## config.mk

```make
export PLATFORM = sky130hd
export DESIGN_NAME = gpio_evt_unit
export DESIGN_NICKNAME = d
export VERILOG_FILES = /design/src/rtl/gpio_evt_pkg.sv /design/src/rtl/gpio_evt_sync.sv /design/src/rtl/gpio_evt_edge.sv /design/src/rtl/gpio_evt_cause.sv /design/src/rtl/gpio_evt_regs.sv /design/src/rtl/gpio_evt_unit.sv
export SDC_FILE = /design/constraint.sdc
export NUM_CORES = 1
export LEC_CHECK = 0
export BUFFER_PORTS_ARGS = -buffer_cell sky130_fd_sc_hd__clkbuf_2
export CAP_MARGIN = 40
export CORE_MARGIN = 4
export CORE_UTILIZATION = 45
export CTS_CLUSTER_DIAMETER = 60
export DETAILED_ROUTE_END_ITERATION = 10
export GPL_ROUTABILITY_DRIVEN = 0
export PLACE_DENSITY_LB_ADDON = 0.12
export RECOVER_POWER = 25
export SYNTH_ARGS = -nofsm -noshare
export SYNTH_HDL_FRONTEND = slang
export SYNTH_HIERARCHICAL = 1
export SYNTH_SLANG_ARGS = --single-unit
```

## constraint.sdc

```tcl
create_clock -name clk -period 2 [get_ports clk]
set_clock_uncertainty 0.05 [all_clocks]
set_input_delay 0.1 -clock clk [delete_from_list [all_inputs] [get_ports clk]]
set_output_delay 0.1 -clock clk [all_outputs]
set_load 0.02 [all_outputs]
```

## src/rtl/gpio_evt_pkg.sv

```systemverilog
// Package: shared register offsets and widths for the edge interrupt cause unit.
// Assumes byte offsets that fit in ADDR_W bits and a 32-bit data path.
package gpio_evt_pkg;
    localparam int ADDR_W = 8;
    localparam int DATA_W = 32;

    localparam logic [ADDR_W-1:0] OFS_RISE_EN = 8'h44;
    localparam logic [ADDR_W-1:0] OFS_FALL_EN = 8'h48;
    localparam logic [ADDR_W-1:0] OFS_STATUS  = 8'h80;
    localparam logic [ADDR_W-1:0] OFS_EVT_MSK = 8'h94;
    localparam logic [ADDR_W-1:0] OFS_CLEAR   = 8'h98;
endpackage

```

## src/rtl/gpio_evt_sync.sv

```systemverilog
// Module: multi-stage synchronizer for the pin inputs.
// Assumes the pins are asynchronous to clk and at least two stages are used.
module gpio_evt_sync #(
    parameter int NPINS  = 32,
    parameter int STAGES = 2
) (
    input  logic             clk,
    input  logic             rst_n,
    input  logic [NPINS-1:0] d_async,
    output logic [NPINS-1:0] q_sync
);
    logic [NPINS-1:0] stg [STAGES];

    for (genvar g = 0; g < STAGES; g++) begin : g_stage
        // Purpose: shift the pin sample one stage down the chain.
        always_ff @(posedge clk) begin
            if (!rst_n) begin
                stg[g] <= '0;
            end else if (g == 0) begin
                stg[g] <= d_async;
            end else begin
                stg[g] <= stg[(g == 0) ? 0 : g-1];
            end
        end
    end

    assign q_sync = stg[STAGES-1];
endmodule

```

## src/rtl/gpio_evt_edge.sv

```systemverilog
// Module: transition detector with per-pin direction enables.
// Compares the synchronized value with its value one clock earlier.
// Assumes the input is already synchronous to clk.
module gpio_evt_edge #(
    parameter int NPINS = 32
) (
    input  logic             clk,
    input  logic             rst_n,
    input  logic [NPINS-1:0] sync_in,
    input  logic [NPINS-1:0] rise_en,
    input  logic [NPINS-1:0] fall_en,
    output logic [NPINS-1:0] set_vec
);
    logic [NPINS-1:0] prev_q;
    logic [NPINS-1:0] went_up;
    logic [NPINS-1:0] went_dn;

    // Purpose: remember the last synchronized value.
    always_ff @(posedge clk) begin
        if (!rst_n) prev_q <= '0;
        else        prev_q <= sync_in;
    end

    // Purpose: qualify the raw transitions with the direction enables.
    always_comb begin
        went_up = sync_in & ~prev_q;
        went_dn = ~sync_in & prev_q;
        set_vec = (went_up & rise_en) | (went_dn & fall_en);
    end
endmodule

```

## src/rtl/gpio_evt_cause.sv

```systemverilog
// Module: sticky cause bits with write-one-to-clear.
// A set request wins over a clear of the same bit in the same cycle.
// Assumes set and clear requests are one-cycle pulses.
module gpio_evt_cause #(
    parameter int NPINS = 32
) (
    input  logic             clk,
    input  logic             rst_n,
    input  logic [NPINS-1:0] set_vec,
    input  logic [NPINS-1:0] clr_vec,
    output logic [NPINS-1:0] cause_q
);
    // Purpose: hold the causes, clear the acknowledged bits, then apply new sets.
    always_ff @(posedge clk) begin
        if (!rst_n) cause_q <= '0;
        else        cause_q <= (cause_q & ~clr_vec) | set_vec;
    end

    // a cause bit rises only together with a detected transition
    a_r1_set_needs_edge: assert property (@(posedge clk) disable iff (!rst_n)
        1'b1 |=> ((cause_q & ~$past(cause_q) & ~$past(set_vec)) == '0));
    // a cause bit falls only under a clear
    a_r6_sticky: assert property (@(posedge clk) disable iff (!rst_n)
        1'b1 |=> (($past(cause_q) & ~cause_q & ~$past(clr_vec)) == '0));
    // a cleared bit with no new transition is gone
    a_r6_clear_works: assert property (@(posedge clk) disable iff (!rst_n)
        1'b1 |=> ((cause_q & $past(clr_vec & ~set_vec)) == '0));
    // a transition wins over a clear
    a_r7_edge_wins: assert property (@(posedge clk) disable iff (!rst_n)
        1'b1 |=> ((cause_q & $past(set_vec)) == $past(set_vec)));
endmodule

```

## src/rtl/gpio_evt_regs.sv

```systemverilog
// Module: register decode for the enables, the mask, the status and the clear.
// Read data is registered and valid one cycle after rd_en.
// Assumes wr_en and rd_en are single-cycle strobes.
module gpio_evt_regs
    import gpio_evt_pkg::*;
#(
    parameter int NPINS = 32
) (
    input  logic              clk,
    input  logic              rst_n,
    input  logic              wr_en,
    input  logic              rd_en,
    input  logic [ADDR_W-1:0] addr,
    input  logic [DATA_W-1:0] wdata,
    input  logic [NPINS-1:0]  cause_q,
    output logic [NPINS-1:0]  rise_en,
    output logic [NPINS-1:0]  fall_en,
    output logic [NPINS-1:0]  evt_mask,
    output logic [NPINS-1:0]  clr_vec,
    output logic [DATA_W-1:0] rdata
);
    logic [NPINS-1:0]  wbits;
    logic [DATA_W-1:0] rd_mux;

    assign wbits = wdata[NPINS-1:0];

    // Purpose: update the writable configuration registers.
    always_ff @(posedge clk) begin
        if (!rst_n) begin
            rise_en  <= '0;
            fall_en  <= '0;
            evt_mask <= '0;
        end else if (wr_en) begin
            if (addr == OFS_RISE_EN) rise_en  <= wbits;
            if (addr == OFS_FALL_EN) fall_en  <= wbits;
            if (addr == OFS_EVT_MSK) evt_mask <= wbits;
        end
    end

    // Purpose: turn a write to the clear offset into a one-cycle clear pulse.
    always_comb begin
        clr_vec = (wr_en && addr == OFS_CLEAR) ? wbits : '0;
    end

    // Purpose: select the read value by offset.
    always_comb begin
        unique case (addr)
            OFS_RISE_EN: rd_mux = DATA_W'(rise_en);
            OFS_FALL_EN: rd_mux = DATA_W'(fall_en);
            OFS_EVT_MSK: rd_mux = DATA_W'(evt_mask);
            OFS_STATUS:  rd_mux = DATA_W'(cause_q & evt_mask);
            default:     rd_mux = '0;
        endcase
    end

    // Purpose: register the read data.
    always_ff @(posedge clk) begin
        if (!rst_n)     rdata <= '0;
        else if (rd_en) rdata <= rd_mux;
    end

    // a write to the status offset changes no configuration register
    a_r5_status_ro: assert property (@(posedge clk) disable iff (!rst_n)
        (wr_en && addr == OFS_STATUS) |=> ($stable(rise_en) && $stable(fall_en) && $stable(evt_mask)));
endmodule

```

## src/rtl/gpio_evt_unit.sv

```systemverilog
// Module: top of the GPIO edge interrupt cause unit.
// Chain: synchronizer -> transition detector -> sticky causes -> masked OR -> irq_out.
// Assumes NPINS <= 32 and an asynchronous pin input.
module gpio_evt_unit
    import gpio_evt_pkg::*;
#(
    parameter int NPINS       = 32,
    parameter int SYNC_STAGES = 2
) (
    input  logic              clk,
    input  logic              rst_n,
    input  logic              bus_wr_en,
    input  logic              bus_rd_en,
    input  logic [7:0]        bus_addr,
    input  logic [31:0]       bus_wdata,
    output logic [31:0]       bus_rdata,
    input  logic [NPINS-1:0]  pin_in,
    output logic              irq_out
);
    logic [NPINS-1:0] pin_sync;
    logic [NPINS-1:0] rise_en;
    logic [NPINS-1:0] fall_en;
    logic [NPINS-1:0] evt_mask;
    logic [NPINS-1:0] set_vec;
    logic [NPINS-1:0] clr_vec;
    logic [NPINS-1:0] cause_q;
    logic             any_masked;

    gpio_evt_sync #(.NPINS(NPINS), .STAGES(SYNC_STAGES)) u_sync (
        .clk(clk), .rst_n(rst_n), .d_async(pin_in), .q_sync(pin_sync));

    gpio_evt_edge #(.NPINS(NPINS)) u_edge (
        .clk(clk), .rst_n(rst_n), .sync_in(pin_sync),
        .rise_en(rise_en), .fall_en(fall_en), .set_vec(set_vec));

    gpio_evt_cause #(.NPINS(NPINS)) u_cause (
        .clk(clk), .rst_n(rst_n), .set_vec(set_vec),
        .clr_vec(clr_vec), .cause_q(cause_q));

    gpio_evt_regs #(.NPINS(NPINS)) u_regs (
        .clk(clk), .rst_n(rst_n), .wr_en(bus_wr_en), .rd_en(bus_rd_en),
        .addr(bus_addr), .wdata(bus_wdata), .cause_q(cause_q),
        .rise_en(rise_en), .fall_en(fall_en), .evt_mask(evt_mask),
        .clr_vec(clr_vec), .rdata(bus_rdata));

    assign any_masked = |(cause_q & evt_mask);

    // Purpose: register the aggregated interrupt level.
    always_ff @(posedge clk) begin
        if (!rst_n) irq_out <= 1'b0;
        else        irq_out <= any_masked;
    end

    // the interrupt follows the masked causes one cycle later
    a_r8_irq_level: assert property (@(posedge clk) disable iff (!rst_n)
        1'b1 |=> (irq_out == $past(|(cause_q & evt_mask))));
    // reset leaves the interrupt low
    a_r9_reset_irq: assert property (@(posedge clk)
        !rst_n |=> !irq_out);
    // with the mask at zero the interrupt cannot rise
    a_r4_mask_gates: assert property (@(posedge clk) disable iff (!rst_n)
        (evt_mask == '0) |=> !irq_out);
endmodule

```

==> results_dict.tcl, run 1 <==
set metrics [dict create \
    ir_worst_vdd_uv 585 \
    hp-start "bus_wr_en" \
    fmax_ghz 0.624 \
    synth_edf_count 0 \
    outcome "complete, no violations" \
    slew_viol_final 0 \
    crit_chain "dlygate4sd3_1, buf_6, buf_6, o41a_1" \
    setup.worst_path.start_class "input port" \
    layout_common_cells "dfxtp_1, nand2_1, clkbuf_2" \
    vias 8255 \
    io_buffers 108 \
    async_reset_ff_share_pct 0 \
    drt_iter0_drc 540 \
    clkSinkCount 257 \
    power.static_leakage_uw 0.00479 \
    synthMuxAreaShare_pct 0 \
    grt_pass1_wl_mm 43.3 \
    grt_max_degree 162 \
    period_minus_slack_ns 1.60 \
    drive_gt1_share_pct 21.6 \
    post-route-drc-count 0 \
    worstSetupEndpointType "flop" \
    die_h_um 157 \
    ys_ff_latch 257 \
    reg2reg_depth 4 \
    slowest_delay_ns 0.72 \
    placed_area_um2 10900 \
    arrival_ns 2.01 \
    hold_viol 0 \
    cts_tree "built" \
    hold_depth 4 \
    synth_compound_area_share_pct 20.0 \
    final_common_cell "dfxtp_1" \
    postCtsSetupBuffers 0 \
    critPathKind "input port to flop" \
    finalInstanceArea_um2 12600 \
    setup-tns-final_ns 0 \
    antennaDiodeCount 0 \
    r2r_end "u_regs/rdata[30]" \
    antenna_left 0 \
    hp-class "input port to flop" \
    clock_latency_ns 0.54 \
    critical_path_buf_inv_count 3 \
    final_util_pct 57.3 \
    firstDrtPassIters 4 \
    cts_made_buffers 28 \
    start_util_pct 45.9 \
    synthToLayoutAreaGrowth_pct 24.9 \
    critPathSlowestCell "buf_6" \
    synth.distinct_cells 35 \
    ys_seq_area_share_pct 51.2 \
    r2r-start "u_regs/rise_en[30]" \
    timing.final.crit_share_pct 80.2 \
    crit_top_cell "buf_6" \
    rows 54 \
    core-area_um2 21900 \
    required_ns 2.40 \
    grt.total_usage_pct 22.0 \
    gr-total-overflow 0 \
    ios 109 \
    yosys.area_share.simple_pct 25.5 \
    synth_top_family_by_area "simple AND/OR/NAND/NOR gates" \
    cap_violations 0 \
    die_w_um 157 \
    crit_family "buffers and inverters" \
    reg2reg_slack_ns 0.51 \
    wl_mm 27.4 \
    synthAdderAreaFrac_pct 0 \
    synth_flop_cell "dfxtp_1" \
    die-area_um2 24800 \
    dpl_worst_slack_ns 0.125 \
    syn_nets 1185 \
    cts_hold_buf 72 \
    cts_root_buf "clkbuf_16" \
    min_to "u_regs/evt_mask[27]" \
    postCtsResizedCells 0 \
    timing.final.ws_setup_ns 0.396 \
    dp_hpwl_mm 16.8 \
    first_global_vias 7823 \
    cts_max_path_buffers 3 \
    finalSetupViolCount 0 \
    slew_headroom_pct 28.0 \
    via_per_inst 5.26 \
    crit_fanout 161 \
    antenna_found_initial 0 \
    htreeDepth 1 \
    synth_area_um2 10000 \
    avgSynthCellArea_um2 9.06 \
    nets 1347 \
    synth_xor_area_share_pct 0 \
    finalPower_uw 11000 \
    ys_warn_count 6 \
    clk_pin_slew_ns 0.06 \
    wl_per_cell_um 17.4 \
    worst_pin_slew_ns 1.08 \
    power_density_nw_per_um2 875 \
    rsz0062_at_grt "no" \
    syn_inst 1109 \
]
[final cells by class]
class / instances / area (um^2)
repair buffers: 205 / 1510
well taps: 280 / 350
clock buffers: 40 / 847
clock inverters: 9 / 104
multi-input cells: 778 / 4590
flip-flops and latches: 257 / 5140
fillers: 1994 / 9340
inverters: 1 / 3.75
[per-layer routing]
metal / track usage [%] / up-vias / share of wire [%]
met3: 3.02 / 41 / 5.3
met4: 4.88 / 0 / 2.0
met2: 34.3 / 206 / 44
li1: - / 4095 / -
met1: 32.7 / 3913 / 49
met5: 0 / - / 0
[stage by stage]
step	hold slack, ns	std cells
2_1_floorplan	0.168	1109
3_3_place_gp	0.270	1449
3_5_place_dp	0.272	1449
4_1_cts	0.0811	1570
5_1_grt	0.157	1570
6_report	0.0997	1570
[synth_stat cells (9+ instances only)]
master | count | share of area [%]
o21ai_1 | 12 | 0.60
nand2_1 | 224 | 8.4
nor2b_1 | 34 | 2.1
o21a_1 | 32 | 2.4
nand3_1 | 35 | 1.7
nand3b_1 | 32 | 2.4
clkbuf_1 | 47 | 1.8
and2_2 | 96 | 7.2
clkbuf_2 | 9 | 0.45
o21ai_0 | 85 | 4.2
dfxtp_1 | 257 | 51
a21oi_1 | 31 | 1.5
a21boi_0 | 25 | 1.9
buf_2 | 11 | 0.55
a22o_1 | 31 | 2.7
a22oi_1 | 46 | 3.4
and2_1 | 32 | 2.0
a21boi_1 | 39 | 2.9
[cells by family after synthesis]
family                 after synthesis
AO/OA/AOI/OAI                      305
buffers and inverters               74
flip-flops                         257
AND/OR/NAND/NOR                    473
[registers in the layout (all words and copies together), names as in the netlist]
signal / cells
irq_out: 1
u_cause/cause_q: 32
u_edge/prev_q: 32
u_regs/evt_mask: 32
u_regs/fall_en: 32
u_regs/rdata: 32
u_regs/rise_en: 32
u_sync/stg: 64
[worst max path at each step]
| stage | start | endpoint | slack (ns) | cells after the start |
|---|---|---|---|---|
| after global routing | rst_n | u_regs/evt_mask[19] | 0.25 | 5 |
| final | rst_n | irq_out | 0.40 | 4 |
| after floorplan | bus_addr[2] | u_cause/cause_q[10] | 0.57 | 6 |
| after global placement | bus_addr[2] | u_regs/fall_en[17] | 0.21 | 7 |
| after detailed placement | bus_addr[2] | u_regs/fall_en[22] | 0.13 | 7 |
| after CTS | rst_n | u_regs/rdata[30] | 0.46 | 6 |
[where the power goes]
part,switching [uW],internal (uW)
Sequential,35.6,5200
Clock,2070,3190
Combinational,236,256
[worst min-delay path: stages]
cell	delay (ns)
clkbuf_2	0.13
nand3_2	0.08
buf_4	0.21
o21ai_0	0.11
Note: power is estimated with default switching activity, not from simulation.
==> inputs of run 2 (changes only) <==
clock period = 1.53 ns   (was 2 ns; I/O delays follow)
==> results_dict.tcl, run 2 (synthesized netlist as in run 1, its figures left out) <==
set metrics [dict create \
    outcome "complete, no violations" \
    die_w_um 157 \
    worst_pin_slew_ns 0.514 \
    clk_pin_slew_ns 0.06 \
    start_util_pct 45.9 \
    p_sw_uw 3080 \
    fmax_ghz 0.679 \
    grt.total_usage_pct 21.7 \
    p_int_uw 11300 \
    setup-tns-final_ns 0 \
    via_per_inst 5.24 \
    finalSetupViolCount 0 \
    antenna_left 0 \
    arrival_ns 1.90 \
    required_ns 1.96 \
    firstDrtPassIters 5 \
    power_switching_share_pct 21.4 \
    timing.final.crit_share_pct 96.2 \
    rows 54 \
    fin_cells 1582 \
    final_common_cell "dfxtp_1" \
    cap_violations 0 \
    worstSetupEndpointType "flop" \
    slew_headroom_pct 65.6 \
    setup.worst_path.start_class "input port" \
    timing.final.ws_setup_ns 0.0575 \
    cts_tree "built" \
    ir_worst_vdd_uv 1070 \
    die_h_um 157 \
    fill_cells 1977 \
    cts_max_path_buffers 3 \
    io_buffers 108 \
    layout_common_cells "dfxtp_1, nand2_1, clkbuf_2" \
    placed_area_um2 11000 \
    critPathKind "input port to flop" \
    antennaDiodeCount 0 \
    synthToLayoutAreaGrowth_pct 27.1 \
    dp_cells 1454 \
    seq_power_share_pct 47.5 \
    hold_viol 0 \
    regMostFlops "u_sync/stg" \
    gr-total-overflow 0 \
    htreeDepth 1 \
    pwr-share-comb_pct 4.6 \
    period_minus_slack_ns 1.47 \
    core-area_um2 21900 \
    slew_viol_final 0 \
    wl_per_cell_um 17.4 \
    final_util_pct 58.3 \
    power.static_leakage_uw 0.00490 \
    finalInstanceArea_um2 12800 \
    drt_iter0_drc 537 \
    drive_gt1_share_pct 22.5 \
    power_density_nw_per_um2 1130 \
    nets 1357 \
    clock_latency_ns 0.54 \
    hp-class "input port to flop" \
    grt_pass1_wl_mm 43.2 \
    first_global_vias 7898 \
    wl_mm 27.5 \
    dpl_worst_slack_ns -0.0367 \
    clkSinkCount 257 \
    crit_fanout 12 \
    antenna_found_initial 0 \
    ios 109 \
    cts_made_buffers 28 \
    post-route-drc-count 0 \
    dp_hpwl_mm 17.1 \
    grt_max_degree 104 \
    power_frac_clock_pct 47.8 \
    cts_root_buf "clkbuf_16" \
    die-area_um2 24800 \
    largest_reg_flops 64 \
    vias 8286 \
]
==> run 2: what timing repair did <==
action                     in CTS  in global routing
hold endpoints to repair      158                  0
buffers inserted                0                  1
setup endpoints to repair       0                 22
hold buffers                   75                  0
gates resized for setup         0                  8
==> run 2: worst paths after layout <==
kind | from | endpoint | slack, ns | cells past startpoint
setup / recovery | bus_addr[1] | u_regs/fall_en[1] | 0.06 | 8
setup reg to reg | u_regs/rise_en[30] | u_regs/rdata[30] | 0.07 | 4
hold reg to reg | u_sync/stg[0][30] | u_sync/stg[1][30] | 0.39 | 1
hold / removal | bus_addr[7] | u_regs/rdata[30] | 0.07 | 5
==> run 2: critical path, stage by stage <==
cell	delay (ns)
clkbuf_2	0.14
nor4b_4	0.34
buf_4	0.20
and3_4	0.25
buf_12	0.16
nand2_1	0.06
a21boi_1	0.11
dlygate4sd3_1	0.56
==> run 2: cell type report <==
class                      count  area (um^2)  area share [%]
clock buffer                  38          800            6.26
clock inverter                13          153            1.20
inverter                       1         3.75          0.0294
multi-input combinational    778         4620            36.2
sequential                   257         5150            40.3
tap                          280          350            2.74
timing repair buffer         215         1700            13.3
==> run 2: metrics by stage <==
step           hold WS, ns  total power, uW
2_1_floorplan        0.144             7240
3_3_place_gp         0.245             7500
3_5_place_dp         0.249             7510
4_1_cts             0.0341            14500
5_1_grt              0.105            14900
6_report            0.0725            14400
==> run 2: metal layers <==
layer / wire length, um / up-vias / part of all wire, % / global-route usage, %
met5: 0 / - / 0 / 0
met4: 475 / 0 / 1.7 / 4.47
met3: 1470 / 32 / 5.4 / 2.69
met2: 12400 / 240 / 45 / 34.9
met1: 13100 / 3880 / 48 / 31.5
li1: - / 4134 / - / -
==> run 2: power groups by stage <==
stage	Clock (uW)	Combinational [uW]	Sequential, uW
3_5_place_dp	0	522	6990
5_1_grt	7310	732	6850
6_report	6890	669	6840
2_1_floorplan	0	267	6980
3_3_place_gp	0	517	6990
4_1_cts	7020	662	6840
